## src/rtl/clkcfg_i2c_pkg.sv

```systemverilog
package clkcfg_i2c_pkg;

  // Protocol engine states
  typedef enum logic [2:0] {
    ST_IDLE,   // waiting for START
    ST_RX,     // shifting in a byte from the master
    ST_ACK,    // target holds SDA low for the acknowledge bit
    ST_TX,     // shifting out a byte to the master
    ST_MACK,   // master acknowledge slot after a transmitted byte
    ST_SKIP    // not addressed, or read ended: silent until START/STOP
  } ctl_state_e;

  // Meaning of the byte being received
  typedef enum logic [1:0] {
    RX_ADDR,
    RX_PTR,
    RX_DATA
  } rx_kind_e;

  // Fixed upper part of the 7-bit device address
  localparam logic [4:0] DEV_ID_HI = 5'b10110;

endpackage

```

## src/rtl/clkcfg_i2c_sync.sv

```systemverilog
module clkcfg_i2c_sync #(
  parameter int STAGES = 2
) (
  input  logic clk,
  input  logic rst_n,
  input  logic scl_i,
  input  logic sda_i,
  output logic scl_q,
  output logic sda_q,
  output logic scl_rise,
  output logic scl_fall,
  output logic bus_start,
  output logic bus_stop
);

  localparam int LAST = STAGES - 1;

  logic [STAGES-1:0] scl_pipe;
  logic [STAGES-1:0] sda_pipe;
  logic              scl_d;
  logic              sda_d;

  // Idle bus level is high, so every stage resets to one.
  always_ff @(posedge clk or negedge rst_n) begin
    if (!rst_n) begin
      scl_pipe <= '1;
      sda_pipe <= '1;
      scl_d    <= 1'b1;
      sda_d    <= 1'b1;
    end else begin
      scl_pipe <= {scl_pipe[LAST-1:0], scl_i};
      sda_pipe <= {sda_pipe[LAST-1:0], sda_i};
      scl_d    <= scl_pipe[LAST];
      sda_d    <= sda_pipe[LAST];
    end
  end

  assign scl_q     = scl_pipe[LAST];
  assign sda_q     = sda_pipe[LAST];
  assign scl_rise  = scl_q & ~scl_d;
  assign scl_fall  = ~scl_q & scl_d;
  // SDA moving while SCL stays high marks a bus condition
  assign bus_start = scl_q & scl_d & sda_d & ~sda_q;
  assign bus_stop  = scl_q & scl_d & ~sda_d & sda_q;

endmodule

```

## src/rtl/clkcfg_i2c_regs.sv

```systemverilog
module clkcfg_i2c_regs #(
  parameter int NREG  = 8,
  parameter int DW    = 8,
  parameter int PTR_W = $clog2(NREG)
) (
  input  logic                 clk,
  input  logic                 rst_n,
  input  logic                 wr_en,
  input  logic [PTR_W-1:0]     wr_idx,
  input  logic [DW-1:0]        wr_data,
  input  logic [PTR_W-1:0]     rd_idx,
  output logic [DW-1:0]        rd_data,
  output logic [NREG*DW-1:0]   cfg_flat
);

  logic [DW-1:0] regs_q [NREG];

  for (genvar g = 0; g < NREG; g++) begin : g_reg
    always_ff @(posedge clk or negedge rst_n) begin
      if (!rst_n)
        regs_q[g] <= '0;
      else if (wr_en && (wr_idx == PTR_W'(g)))
        regs_q[g] <= wr_data;
    end
    // Register g occupies its own byte lane of the control word
    assign cfg_flat[g*DW +: DW] = regs_q[g];
  end

  assign rd_data = regs_q[rd_idx];

  // Control word holds while nothing is committed
  p_hold_without_write_r6: assert property (@(posedge clk) disable iff (!rst_n)
    !wr_en |=> $stable(cfg_flat));

  // A commit lands exactly in the addressed register
  p_write_lands_r8: assert property (@(posedge clk) disable iff (!rst_n)
    wr_en |=> (regs_q[$past(wr_idx)] == $past(wr_data)));

endmodule

```

## src/rtl/clkcfg_i2c_ctrl.sv

```systemverilog
module clkcfg_i2c_ctrl
  import clkcfg_i2c_pkg::*;
#(
  parameter int NREG  = 8,
  parameter int DW    = 8,
  parameter int PTR_W = $clog2(NREG)
) (
  input  logic             clk,
  input  logic             rst_n,
  input  logic             scl_q,
  input  logic             sda_q,
  input  logic             scl_rise,
  input  logic             scl_fall,
  input  logic             bus_start,
  input  logic             bus_stop,
  input  logic [6:0]       dev_addr,
  input  logic [DW-1:0]    rd_data,
  output logic             sda_oe,
  output logic             wr_en,
  output logic [PTR_W-1:0] wr_idx,
  output logic [DW-1:0]    wr_data,
  output logic [PTR_W-1:0] rd_idx
);

  localparam logic [PTR_W-1:0] PTR_LAST = PTR_W'(NREG - 1);
  localparam int               CNT_W    = $clog2(DW);
  localparam logic [CNT_W-1:0] CNT_LAST = CNT_W'(DW - 1);

  ctl_state_e       st;
  rx_kind_e         kind;
  logic [CNT_W-1:0] bit_cnt;
  logic [DW-1:0]    rx_sh;
  logic [DW-1:0]    tx_sh;
  logic             byte_done;
  logic             is_read;
  logic             mack_ok;
  logic [PTR_W-1:0] ptr;
  logic [PTR_W-1:0] ptr_next;
  logic             no_cond;
  logic             rx_close;

  assign ptr_next = (ptr == PTR_LAST) ? '0 : ptr + PTR_W'(1);
  assign no_cond  = !bus_start && !bus_stop;
  // A full byte has been shifted in and SCL has just dropped: the acknowledge bit begins
  assign rx_close = (st == ST_RX) && scl_fall && byte_done && no_cond;

  // Commit happens on the very edge at which the acknowledge is driven
  assign wr_en   = rx_close && (kind == RX_DATA);
  assign wr_idx  = ptr;
  assign wr_data = rx_sh;
  assign rd_idx  = ptr;

  always_ff @(posedge clk or negedge rst_n) begin
    if (!rst_n) begin
      st        <= ST_IDLE;
      kind      <= RX_ADDR;
      bit_cnt   <= '0;
      rx_sh     <= '0;
      tx_sh     <= '0;
      byte_done <= 1'b0;
      is_read   <= 1'b0;
      mack_ok   <= 1'b0;
      ptr       <= '0;
      sda_oe    <= 1'b0;
    end else if (bus_stop) begin
      // Any byte in flight is dropped
      st        <= ST_IDLE;
      byte_done <= 1'b0;
      sda_oe    <= 1'b0;
    end else if (bus_start) begin
      st        <= ST_RX;
      kind      <= RX_ADDR;
      bit_cnt   <= '0;
      byte_done <= 1'b0;
      sda_oe    <= 1'b0;
    end else begin
      unique case (st)
        ST_RX: begin
          if (scl_rise && !byte_done) begin
            rx_sh   <= {rx_sh[DW-2:0], sda_q};
            bit_cnt <= bit_cnt + CNT_W'(1);
            if (bit_cnt == CNT_LAST) byte_done <= 1'b1;
          end else if (rx_close) begin
            byte_done <= 1'b0;
            unique case (kind)
              RX_ADDR: begin
                if (rx_sh[DW-1:1] == dev_addr) begin
                  sda_oe  <= 1'b1;
                  is_read <= rx_sh[0];
                  st      <= ST_ACK;
                end else begin
                  st <= ST_SKIP;
                end
              end
              RX_PTR: begin
                ptr    <= rx_sh[PTR_W-1:0];
                sda_oe <= 1'b1;
                st     <= ST_ACK;
              end
              default: begin
                ptr    <= ptr_next;
                sda_oe <= 1'b1;
                st     <= ST_ACK;
              end
            endcase
          end
        end

        ST_ACK: begin
          if (scl_fall) begin
            bit_cnt <= '0;
            if (is_read && kind == RX_ADDR) begin
              tx_sh  <= rd_data;
              sda_oe <= ~rd_data[DW-1];
              st     <= ST_TX;
            end else begin
              sda_oe <= 1'b0;
              st     <= ST_RX;
              kind   <= (kind == RX_ADDR) ? RX_PTR : RX_DATA;
            end
          end
        end

        ST_TX: begin
          if (scl_fall) begin
            if (bit_cnt == CNT_LAST) begin
              sda_oe <= 1'b0;
              ptr    <= ptr_next;
              st     <= ST_MACK;
            end else begin
              tx_sh   <= {tx_sh[DW-2:0], 1'b0};
              sda_oe  <= ~tx_sh[DW-2];
              bit_cnt <= bit_cnt + CNT_W'(1);
            end
          end
        end

        ST_MACK: begin
          if (scl_rise) begin
            mack_ok <= ~sda_q;
          end else if (scl_fall) begin
            bit_cnt <= '0;
            if (mack_ok) begin
              tx_sh  <= rd_data;
              sda_oe <= ~rd_data[DW-1];
              st     <= ST_TX;
            end else begin
              st <= ST_SKIP;                 // SDA stays released
            end
          end
        end

        default: ;  // ST_IDLE, ST_SKIP wait for a bus condition
      endcase
    end
  end

  // SDA drive moves only while SCL is low
  p_sda_moves_scl_low_r9: assert property (@(posedge clk) disable iff (!rst_n)
    !$stable(sda_oe) |-> !scl_q);

  // Silent while idle or ignoring the bus
  p_quiet_when_skipping_r10: assert property (@(posedge clk) disable iff (!rst_n)
    (st == ST_IDLE || st == ST_SKIP) |-> !sda_oe);

  // Each committed byte is acknowledged
  p_commit_with_ack_r5: assert property (@(posedge clk) disable iff (!rst_n)
    wr_en |=> sda_oe);

  // Pointer wraps to register 0 after the last register
  p_ptr_wraps_r4: assert property (@(posedge clk) disable iff (!rst_n)
    (wr_en && ptr == PTR_LAST) |=> (ptr == '0));

  // STOP abandons everything and frees SDA
  p_stop_to_idle_r6: assert property (@(posedge clk) disable iff (!rst_n)
    bus_stop |=> (st == ST_IDLE && !sda_oe));

endmodule

```

## src/rtl/clkcfg_i2c_target.sv

```systemverilog
module clkcfg_i2c_target
  import clkcfg_i2c_pkg::*;
#(
  parameter int NREG        = 8,
  parameter int DW          = 8,
  parameter int SYNC_STAGES = 2
) (
  input  logic                 clk,
  input  logic                 rst_n,
  input  logic                 scl_i,
  input  logic                 sda_i,
  input  logic [1:0]           addr_strap,
  output logic                 sda_oe,
  output logic [NREG*DW-1:0]   cfg_bits
);

  localparam int PTR_W = $clog2(NREG);

  logic             scl_q, sda_q, scl_rise, scl_fall, bus_start, bus_stop;
  logic             wr_en;
  logic [PTR_W-1:0] wr_idx, rd_idx;
  logic [DW-1:0]    wr_data, rd_data;
  logic [6:0]       dev_addr;

  assign dev_addr = {DEV_ID_HI, addr_strap};

  clkcfg_i2c_sync #(.STAGES(SYNC_STAGES)) u_sync (
    .clk       (clk),
    .rst_n     (rst_n),
    .scl_i     (scl_i),
    .sda_i     (sda_i),
    .scl_q     (scl_q),
    .sda_q     (sda_q),
    .scl_rise  (scl_rise),
    .scl_fall  (scl_fall),
    .bus_start (bus_start),
    .bus_stop  (bus_stop)
  );

  clkcfg_i2c_ctrl #(.NREG(NREG), .DW(DW), .PTR_W(PTR_W)) u_ctrl (
    .clk       (clk),
    .rst_n     (rst_n),
    .scl_q     (scl_q),
    .sda_q     (sda_q),
    .scl_rise  (scl_rise),
    .scl_fall  (scl_fall),
    .bus_start (bus_start),
    .bus_stop  (bus_stop),
    .dev_addr  (dev_addr),
    .rd_data   (rd_data),
    .sda_oe    (sda_oe),
    .wr_en     (wr_en),
    .wr_idx    (wr_idx),
    .wr_data   (wr_data),
    .rd_idx    (rd_idx)
  );

  clkcfg_i2c_regs #(.NREG(NREG), .DW(DW), .PTR_W(PTR_W)) u_regs (
    .clk      (clk),
    .rst_n    (rst_n),
    .wr_en    (wr_en),
    .wr_idx   (wr_idx),
    .wr_data  (wr_data),
    .rd_idx   (rd_idx),
    .rd_data  (rd_data),
    .cfg_flat (cfg_bits)
  );

endmodule

```

## config.mk

```make
export PLATFORM = sky130hd
export DESIGN_NAME = clkcfg_i2c_target
export DESIGN_NICKNAME = d
export VERILOG_FILES = /design/src/rtl/clkcfg_i2c_pkg.sv /design/src/rtl/clkcfg_i2c_sync.sv /design/src/rtl/clkcfg_i2c_regs.sv /design/src/rtl/clkcfg_i2c_ctrl.sv /design/src/rtl/clkcfg_i2c_target.sv
export SDC_FILE = /design/constraint.sdc
export NUM_CORES = 1
export LEC_CHECK = 0
export BUFFER_PORTS_ARGS = -buffer_cell sky130_fd_sc_hd__buf_4
export CAP_MARGIN = 15
export CORE_UTILIZATION = 61
export CTS_CLUSTER_DIAMETER = 50
export DETAILED_ROUTE_END_ITERATION = 16
export GPL_ROUTABILITY_DRIVEN = 0
export HOLD_SLACK_MARGIN = 0.1
export PLACE_DENSITY = 0.84
export SYNTH_ARGS = -nofsm -noshare
export SYNTH_HDL_FRONTEND = slang
export SYNTH_SLANG_ARGS = --single-unit
```

## constraint.sdc

```tcl
create_clock -name clk -period 4.1 [get_ports clk]
set_input_delay 0 -clock clk [delete_from_list [all_inputs] [get_ports clk]]
set_output_delay 0 -clock clk [all_outputs]
set_load 0.05 [all_outputs]
```

# == Word-level counts from Yosys, hierarchy flattened ==
# Index checks and enable logic that the tools add are counted.
# totals
memories,0
register_bits,100
romBits,0
latch_bits,0
elab_cells,185
ramBits,0
input_bits,6
output_inout_bits,65
# classes
shifts,0
eq_ne,41
bitwise_logic,17
n_div,0
magnitude_cmp,1
n_mux,64
addsub,2
reduce_logical,38
n_mul,0
# ops
operator,count
$mux 3,23
$mux 7,7
$bmux 8 s3,1
$ne 4x1->1 const B,6
$pmux 3 s4,2
$pmux 7 s3,1
$mux 1,19
$eq 3x3->1 const B,6
$mux 8,2
$ne 2x1->1 const B,8
$reduce_and 8->1,2
$logic_and 1x1->1,15
$eq 3x2->1 const B,4
$mux 2,6
$pmux 3 s2,2
$reduce_and 4->1,3
$reduce_and 10->1,1
$not 1->1,9
$reduce_and 9->1,1
$ne 2x2->1 const B,4
$ne 4x2->1 const B,2
$and 1x1->1,7
$eq 7x7->1,1
$reduce_and 7->1,1
22 further kinds,30

# == Depth between registers and ports, before layout ==
# Gate-level depths: netlist of the first run.
# depth
word_depth,11
depth_mapped,7
mapped_depth_nobuf,6

# == Hierarchy ==
# A second synthesis of the first run with hierarchy kept.
# hier_totals
hier_cells,364
hier_area_um2,5053.6
# modules_own_cells
mod,area_each_um2,cells_per_inst,instances
clkcfg_i2c_regs,2992.9,172,1
clkcfg_i2c_ctrl,1863.0,180,1
clkcfg_i2c_sync,190.2,10,1
clkcfg_i2c_target,7.5,2,1

# == Worst setup path after synthesis of the first run ==
# No wires, ideal clock.
# synth_path
path_type,reg2reg
from,reg u_sync.scl_d
to,reg u_regs.regs_q (netlist bit u_regs.cfg_flat[10])
synth_period_minus_slack_ns,2.047
path_stages_with_launch,7
n_path_buf,1
arrival_time_ns,1.922
required_ns,3.975
setup_time_ns,0.125
slack_ns,2.053
cell_sequence,dfstp_2 nor2b_1 and3_1 buf_4 nand3_4 nor3b_4 mux2_2
# synth_via
elab_chain_len,8
elab_cells_between_ends,14
classes_between,bitwise: 6; reduce/logical: 8
# synth_lines
element,line,text
"start, declared",clkcfg_i2c_sync.sv:20,logic scl_d;
"start signal, assigned",clkcfg_i2c_sync.sv:33,scl_d <= scl_pipe[LAST];
$and 1x1->1,"clkcfg_i2c_sync.sv:43, clkcfg_i2c_sync.sv:44",
$and 1x1->1 (on tied branches) (2 in series),"clkcfg_i2c_sync.sv:43, clkcfg_i2c_sync.sv:44",
$logic_not 1->1,clkcfg_i2c_ctrl.sv:43,assign no_cond = !bus_start && !bus_stop;
$logic_and 1x1->1,clkcfg_i2c_ctrl.sv:43,
$logic_and 1x1->1 *,clkcfg_i2c_ctrl.sv:45,assign rx_close = (st == ST_RX) && scl_fall && byte_done && no_cond;
$logic_and 1x1->1 *,clkcfg_i2c_ctrl.sv:48,assign wr_en = rx_close && (kind == RX_DATA);
$logic_and 1x1->1 *,clkcfg_i2c_regs.sv:22,else if (wr_en && (wr_idx == PTR_W'(g)))
"end signal, assigned by index",clkcfg_i2c_regs.sv:23,regs_q[g] <= wr_data;
"end, declared",clkcfg_i2c_regs.sv:16,logic [DW-1:0] regs_q [NREG];
# Mark *: on every way between the ends. The rest lies on a longest branch, timed or not.
# A chain may end at the register's enable or synchronous reset.

# == Final worst setup path of the first run ==
# layout_path
from,"reg u_ctrl.ptr[0], in the netlist u_ctrl.rd_idx[0]"
to,reg u_regs.regs_q (netlist bit u_regs.cfg_flat[56])
# layout_via
elab_chain_len,2
# layout_lines
element,line,text
"start, declared",clkcfg_i2c_ctrl.sv:37,logic [PTR_W-1:0] ptr;
"start signal, assigned",clkcfg_i2c_ctrl.sv:96,ptr <= rx_sh[PTR_W-1:0];
"start signal, assigned",clkcfg_i2c_ctrl.sv:101,ptr <= ptr_next;
"start signal, assigned",clkcfg_i2c_ctrl.sv:128,ptr <= ptr_next;
$eq 3x3->1,clkcfg_i2c_regs.sv:22,
$logic_and 1x1->1,clkcfg_i2c_regs.sv:22,
# No other way between the ends.

==> results of run 1 <==
[flip-flops by register name, indices dropped and copies added, names as in the netlist]
signal            cells
u_regs.cfg_flat      64
u_ctrl.byte_done      1
u_ctrl.rd_idx         3
u_sync.sda_pipe       2
u_ctrl.sda_oe         1
u_ctrl.mack_ok        1
u_ctrl.kind           2
u_sync.scl_pipe       2
u_ctrl.wr_data        8
u_ctrl.tx_sh          7
u_ctrl.bit_cnt        3
u_ctrl.st             3
u_ctrl.is_read        1
u_sync.scl_d          1
u_sync.sda_d          1
[logic make-up (layout without fill, tap and decap cells)]
| kind of cell | count (synthesis) | after routing | synth area share [%] |
|---|---|---|---|
| AND/OR/NAND/NOR | 80 | 80 | 10.49 |
| XOR/XNOR | 2 | 2 | 0.3610 |
| multiplexers | 98 | 98 | 25.99 |
| AO/OA/AOI/OAI | 54 | 54 | 6.703 |
| adder cells (fa/ha/maj) | 8 | 8 | 2.062 |
| buffers and inverters | 29 | 97 | 2.681 |
| flip-flops | 100 | 100 | 51.71 |
[through the flow]
| stage | total power [uW] | cells | instance area [sq um] | utilization (%) | setup slack (ps) |
|---|---|---|---|---|---|
| 2_1_floorplan | 1599 | 371 | 4853 | - | 2053 |
| 6_report | 2417 | 541 | 5657 | 73.20 | 1321 |
| 3_5_place_dp | 1728 | 522 | 5410 | 70.01 | 1327 |
| 4_1_cts | 2416 | 541 | 5657 | 73.20 | 1319 |
| 3_3_place_gp | 1704 | 522 | 5410 | 70.01 | 1359 |
| 5_1_grt | 2522 | 541 | 5657 | 73.20 | 1107 |
[worst max-delay path, cell delays in order (launching register included)]
cell and delay (ps):
dfrtp_1 1060, ha_1 340, ha_1 230, nand4b_1 540, mux2_2 490
[final timing paths]
path | startpoint | endpoint | slack [ps] | cells past startpoint
setup / recovery | u_ctrl.rd_idx[0] | u_regs.cfg_flat[56] | 1320 | 4
hold / removal | rst_n | u_regs.cfg_flat[34] | 260 | 2
setup reg to reg | u_ctrl.rd_idx[0] | u_regs.cfg_flat[56] | 1320 | 4
hold reg to reg | u_sync.sda_pipe[0] | u_sync.sda_pipe[1] | 370 | 0
max in group asynchronous | rst_n | u_sync.scl_d | 2810 | 3
min in group clk | addr_strap[1] | u_ctrl.is_read | 260 | 5
[synth_stat cells (all sizes together) (6+ instances only)]
| library cell | instances |
|---|---|
| o21ai | 14 |
| nand2 | 29 |
| dfstp | 6 |
| nand2b | 6 |
| mux2i | 9 |
| inv | 7 |
| nor2 | 13 |
| dfrtp | 94 |
| ha | 8 |
| mux2 | 74 |
| nand3 | 6 |
| a21oi | 21 |
| buf | 10 |
| nor3b | 9 |
| clkbuf | 12 |
| mux4 | 15 |
[power groups by stage]
stage               registers [uW]  clock network, uW  logic [uW]
detailed placement            1300                  0         428
floorplan                     1150                  0         447
global route                  1310                730         485
CTS                           1280                696         440
global placement              1300                  0         409
finish                        1290                688         443
[area by class of cell]
type,count,area (sq um),share of cell area (%)
Timing Repair Buffer,74,563.0,9.954
Clock inverter,5,85.08,1.504
Sequential cell,100,2510,44.37
Clock buffer,11,131.4,2.322
Inverter,7,26.28,0.4645
Tap cell,102,127.6,2.256
Multi-Input combinational cell,242,2213,39.13
[metal layers]
metal  up-vias  global-route usage (%)  part of all wire (%)
met3        27                   6.449                   4.9
li1       1466                       -                     -
met2       131                   47.35                    50
met1      1711                   39.78                    42
met5         -                       0                     0
met4         0                   8.862                   2.7
[cell usage in the layout, fill, tap and decap left out, types with 4 or more instances in the layout]
master	instances
a21oi_1	21
buf_4	71
clkbuf_8	9
dfrtp_1	94
dfstp_2	6
ha_1	8
inv_1	7
mux2_1	4
mux2_2	70
mux2i_1	9
mux4_2	15
nand2_1	29
nand2b_1	6
nand3_1	4
nor2_1	13
nor3b_4	6
o21ai_0	14
==> impl_metrics.toml, run 1 <==
[run]
drv_cap = 0

[critical_path]
crit_arrival_ps = 3020
start_kind = "register"
crit_type = "reg2reg"
crit_path_end_kind = "register"
critPathMaxFanout = 19
required_ps = 4340

[floorplan]
die_h_microns = 91.20
num_rows = 32
die_w_microns = 91.20
dieArea_sq_mm = 0.008317
ios = 71
coreArea_sq_mm = 0.007727
initial_core_util_pct = 62.81

[timing]
slew_headroom_pct = 27.80
hold_viol = 0
period_needed_ps = 2779
finalMaxSlewViolations = 0
worst_slew_pin_slew_ps = 1083
fin_skew_ps = 12.82
rsz0062_at_grt = "false"
fin_setup_tns_ps = 0
whs_ps = 256.8
setup_viol = 0
period_share_pct = 67.78
max_freq_ghz = 0.3598

[hold_path]
hp-class = "in2async"

[finish]
n_fill_cell = 509
syn_to_final_growth_pct = 16.55
num-nets-final = 448
drive_above_1_share_pct = 42.82
antennaDiodeCount = 0

[detailed_routing]
routed_wl_microns = 11270
routedWlPerCell_microns = 20.83
dr.first_iter.drc_count = 201
drtPass1Iterations = 4
drc_errors = 0
ant_nets = 0
num_vias = 3335
avgViaCountPerCell = 6.165

[global_routing]
grt_pass1_wl_microns = 18320
grt_overflow_total = 0
antenna_found_initial = 0
track_usage_pct = 29.19
grt_pass1_vias = 3305
grt_max_degree = 62

[synthesis]
syn-num-nets = 385
yosysSeqAreaShare_pct = 51.71
avgSynthCellArea_sq_um = 13.08
synth-edff-count = 0
synth_top_area_share_pct = 48.47
synthTopCellsByArea = "dfrtp_1, mux2_2, mux4_2"
yosysTopAreaCell = "dfrtp_1"
ys_async_sr_fraction_pct = 100.0
syn_area_sq_mm = 0.004853
synth_cell_types = 44
yosys_warnings = 0
synth_cells = 371
synth-main-ff-cell = "dfrtp_1"
synth-seq-cells = 100

[clocking]
ctsResizeCount = 0
cts_tree = "done"
holdBufCountCts = 3
clkSinkCount = 100
h-tree-depth = 3
cts_buffer_depth = 2
clkTransAtPathRegs_ps = 100
cts_root_buf = "clkbuf_8"
clkLatencyLatePin_ps = 360
numCtsBuffers = 9
post-cts-setup-buffer-count = 0

[power_and_ir_drop]
sw_frac_of_total_pct = 32.60
pwr-share-comb_pct = 18.3
seq_power_share_pct = 53.2
vdd_ir_drop_max_mv = 0.2673
power_frac_clock_pct = 28.4
internal-power_uw = 1629
p_leak_uw = 0.002700
power_density_mw_per_mm2 = 427.3
switching_power_uw = 787.9

[place]
dp_hpwl_microns = 7668
numPortBuffers = 70

[run_status]
status = "complete, no violations"
No activity file was read; power rests on OpenSTA's default activity.
==> run 2: changes to the inputs <==
CORE_UTILIZATION = 52   (was 61)
PLACE_DENSITY = 0.77   (was 0.84)
clock period = 2.42 ns   (was 4.1 ns; I/O delays follow)
==> run 2 against run 1 <==
  * Critical path depth increased by 1
  * Sequential share of layout area shrank 1.6 points
  * Register-to-register slack worse by 1200 ps
  * Largest cell class unchanged
  * Clock power rose by 47%
  * Non-clock buffer count is 26 higher
  * Clock skew fell by 2.6 ps
  * Critical path type unchanged
  * Count of clock-buffer cells in the layout rose by 1
  * Cell area increased by 3.7%
  * Fmax up 21%
  * Cell count up 5.9%
==> impl_metrics.toml, run 2 (synthesis results as in run 1) <==
[critical_path]
ff2ff_setup_slack_ps = 120
rr_startpoint = "u_ctrl.st[1]"
required_ps = 2670
crit_type = "reg2reg"
critPathLaunch = "u_ctrl.st[1]"
crit_arrival_ps = 2550
crit_path_end_kind = "register"
start_kind = "register"
critPathMaxFanout = 9

[timing]
fin_skew_ps = 10.23
fin_setup_tns_ps = 0
period_share_pct = 95.00
setup_viol = 0
finalMaxSlewViolations = 0
period_needed_ps = 2299
slew_headroom_pct = 56.42
worst_slew_pin_slew_ps = 653.7
max_freq_ghz = 0.4350
hold_viol = 0
rsz0062_at_grt = "false"

[power_and_ir_drop]
power_density_mw_per_mm2 = 689.8
internal-power_uw = 2698
sw_frac_of_total_pct = 33.34
p_leak_uw = 0.002836
vdd_ir_drop_max_mv = 0.4683
finalPower_uw = 4047
pwr-share-comb_pct = 25.7
power_frac_clock_pct = 25.0
seq_power_share_pct = 49.3
switching_power_uw = 1349

[global_routing]
grt_max_degree = 64
track_usage_pct = 25.72
busiest_layer = "met2"
met2_usage_pct = 38.46
grt_pass1_wl_microns = 18840
antenna_found_initial = 0
use_met3_pct = 5.674
grt_pass1_vias = 3455
grt_overflow_total = 0
use_met1_pct = 37.67

[clocking]
cts_tree = "done"
numCtsBuffers = 9
h-tree-depth = 3
cts_buffer_depth = 2
cts_root_buf = "clkbuf_8"
clkTransAtPathRegs_ps = 100
clkLatencyLatePin_ps = 370
clkSinkCount = 100

[finish]
antennaDiodeCount = 0
n_fill_cell = 640
drive_above_1_share_pct = 46.24
num-nets-final = 474
multi_input_area_sq_mm = 0.002213
layoutNonFillerInstCount = 573
largest_reg_flops = 64
syn_to_final_growth_pct = 20.88
seqCellArea_sq_mm = 0.002510
final_cell_mix = "buf_4, dfrtp_1, mux2_2, nand2_1, a21oi_1"

[floorplan]
ios = 71
initial_core_util_pct = 54.59
die_h_microns = 98.61
coreArea_sq_mm = 0.008891
dieArea_sq_mm = 0.009724
num_rows = 34
die_w_microns = 98.61

[detailed_routing]
avgViaCountPerCell = 6.091
routed_wl_microns = 11590
dr.first_iter.drc_count = 186
ant_nets = 0
num_vias = 3490
drc_errors = 0
drtPass1Iterations = 5
routedWlPerCell_microns = 20.23

[place]
dp_hpwl_microns = 8216
numPortBuffers = 70
placed_cells = 554

[run]
drv_cap = 0

[run_status]
status = "complete, no violations"

[hold_path]
hp-class = "in2async"
-- run 2: changes by cell type in the layout (fill, tap and decap cells not counted), sizes merged --
cell / before / now
buf: 71 / 97
bufinv: 2 / 0
clkbuf: 11 / 12
clkinv: 1 / 2
clkinvlp: 1 / 0
inv: 8 / 9
-- run 2: area by class of cell --
cell class,count,share of cell area (%)
Inverter,7,0.4479
Sequential cell,100,42.78
Timing Repair Buffer,100,13.56
Clock buffer,12,2.644
Clock inverter,4,0.5332
Multi-Input combinational cell,242,37.73
Tap cell,108,2.303
-- run 2: power by group through the flow --
stage               Combinational [uW]  Clock, uW  Sequential [uW]
floorplan                          757          0             1950
global placement                  1000          0             2020
detailed placement                1020          0             2020
CTS                               1030       1040             1990
global route                      1130       1100             2020
finish                            1040       1010             2000
-- run 2: path summary, 6_finish.rpt --
| check | end | depth (start not counted) |
|---|---|---|
| max | u_regs.cfg_flat[3] | 5 |
| max in group asynchronous | u_ctrl.tx_sh[4] | 3 |
| min reg2reg | u_sync.sda_pipe[1] | 0 |
| max reg2reg | u_regs.cfg_flat[3] | 5 |
| min in group clk | u_sync.scl_pipe[0] | 2 |
| min | u_regs.cfg_flat[12] | 2 |
-- run 2: worst max-delay path, cell delays in order, from the launching register on --
cell and delay (ps):
dfrtp_1 470, nor3b_2 250, and3_1 390, nand3_4 160
nor3b_4 510, mux2_2 390
-- run 2: stage by stage --
stage	worst slack (ps)	instance area [sq um]	hold WS [ps]	util, %
3_3_place_gp	186.3	5650	-2.365	63.55
2_1_floorplan	372.9	4853	-295.6	-
5_1_grt	0.5644	5867	179.3	65.99
3_5_place_dp	133.9	5650	-0.9027	63.55
6_report	120.9	5867	138.7	65.99
4_1_cts	123.8	5867	145.3	65.99
-- run 2: layer usage --
| layer | vias to the layer above | wire [microns] |
|---|---|---|
| li1 | 1531 | - |
| met1 | 1787 | 5201 |
| met2 | 150 | 5395 |
| met3 | 22 | 766 |
| met4 | 0 | 230 |
| met5 | - | 0 |
-- run 2: repair_timing --
action,CTS,global route
setup buffers,0,0
endpoints found under the hold margin,102,0
resized for setup,0,0
hold buffers,3,0
==> run 3: changes to the inputs <==
BUFFER_PORTS_ARGS = default   (was -buffer_cell sky130_fd_sc_hd__buf_4)
CORE_UTILIZATION = 57   (was 52)
DONT_BUFFER_PORTS = 1   (was default)
PLACE_DENSITY = 0.75   (was 0.77)
==> run 3 against run 2 <==
  * Routed wire length is 4.2% lower
  * Power rose by 1.4%
  * Clock skew grew 6.7 ps
  * Critical path depth unchanged
  * Sequential cell count unchanged
  * Combinational power shrank 12%
  * Count of clock-buffer cells in the layout shrank 3
  * Sequential power grew 3%
  * Die area down 8.6%
  * Hold slack better by 3.2 ps
  * Fmax is 3.8% higher
  * Register-to-register slack improved by 80 ps
  * Critical endpoint is now u_regs.cfg_flat[44]
  * Highest routed layer unchanged
==> impl_metrics.toml, run 3 (synthesis results as in run 1) <==
[power_and_ir_drop]
power_density_mw_per_mm2 = 764.0
p_leak_uw = 0.002485
vdd_ir_drop_max_mv = 0.3695

[floorplan]
ios = 71
num_rows = 33
dieArea_sq_mm = 0.008888
initial_core_util_pct = 59.07
die_h_microns = 94.28
coreArea_sq_mm = 0.008217
die_w_microns = 94.28

[clocking]
clkSinkCount = 100
cts_tree = "done"
clkLatencyLatePin_ps = 390
post-cts-setup-buffer-count = 0
holdBufCountCts = 4
cts_root_buf = "clkbuf_8"
clkTransAtPathRegs_ps = 110
ctsResizeCount = 0
cts_buffer_depth = 2
numCtsBuffers = 9
h-tree-depth = 3

[global_routing]
grt_max_degree = 101
track_usage_pct = 27.14
grt_pass1_wl_microns = 17440
antenna_found_initial = 0
grt_overflow_total = 0
grt_pass1_vias = 3225

[finish]
syn_to_final_growth_pct = 10.65
final_cell_mix = "dfrtp_1, mux2_2, buf_4, nand2_1, a21oi_1"
antennaDiodeCount = 0
largest_reg_flops = 64
drive_above_1_share_pct = 37.59
num-nets-final = 408
final_area_sq_mm = 0.005370
mostFrequentLayoutCell = "dfrtp_1"

[timing]
period_needed_ps = 2216
slew_headroom_pct = 61.36
worst_slew_pin_slew_ps = 577.9
finalMaxSlewViolations = 0
max_freq_ghz = 0.4513
period_share_pct = 91.56
rsz0062_at_grt = "false"
fin_setup_tns_ps = 0
setup_viol = 0
fin_skew_ps = 16.92
hold_viol = 0

[detailed_routing]
drtPass1Iterations = 4
ant_nets = 0
routed_wl_microns = 11110
avgViaCountPerCell = 6.119
routedWlPerCell_microns = 22.04
drc_errors = 0
dr.first_iter.drc_count = 169
num_vias = 3084

[place]
placed_cell_area_sq_mm = 0.005106
dp_hpwl_microns = 7857
numPortBuffers = 0

[run]
drv_cap = 0

[critical_path]
required_ps = 2690
crit_arrival_ps = 2490
ff2ff_setup_slack_ps = 200
crit_path_end_kind = "register"
critPathMaxFanout = 9
crit_type = "reg2reg"
start_kind = "register"

[hold_path]
hp-class = "in2reg"

[run_status]
status = "complete, no violations"
-- run 3: per-layer routing --
metal	GRT usage [%]	up-vias	wire (microns)
met5	0	-	0
met4	12.31	0	314
met3	7.201	24	617
met2	44.32	99	5632
met1	33.72	1571	4544
li1	-	1390	-
-- run 3: through the flow --
step	utilization, %	hold slack [ps]	power [uW]	cells	setup slack [ps]
3_3_place_gp	62.14	-292.0	2905	484	296.7
5_1_grt	65.36	134.8	4283	504	16.35
4_1_cts	65.36	138.6	4101	504	186.6
3_5_place_dp	62.14	-291.6	2947	484	208.7
2_1_floorplan	-	-295.6	2709	371	372.9
6_report	65.36	141.9	4103	504	204.4
-- run 3: power by group --
| part | switching (uW) | total, uW | internal (uW) | leakage (uW) |
|---|---|---|---|---|
| Clock | 629 | 1120 | 496 | 0.000104 |
| Combinational | 507 | 914 | 407 | 0.00102 |
| Sequential | 255 | 2060 | 1810 | 0.00136 |
-- run 3: area by class of cell --
cell class	count	area (sq um)
Clock inverter	7	82.58
Tap cell	105	131.4
Sequential cell	100	2510
Fill cell	604	2846
Inverter	7	26.28
Clock buffer	9	123.9
Multi-Input combinational cell	242	2213
Timing Repair Buffer	34	282.8
-- run 3: final timing paths --
check,cells after the start,start,to
setup / recovery,5,u_ctrl.st[1],u_regs.cfg_flat[44]
hold / removal,1,scl_i,u_sync.scl_pipe[0]
setup reg to reg,5,u_ctrl.st[1],u_regs.cfg_flat[44]
hold reg to reg,0,u_sync.scl_pipe[0],u_sync.scl_pipe[1]
max in group asynchronous,2,rst_n,u_sync.scl_pipe[1]
min in group asynchronous,2,rst_n,u_regs.cfg_flat[50]
-- run 3: critical path: stages, from the launching register on --
cell,delay (ps)
dfrtp_1,480
nor3b_2,280
and3_1,340
nand3_4,160
nor3b_4,460
mux2_2,390
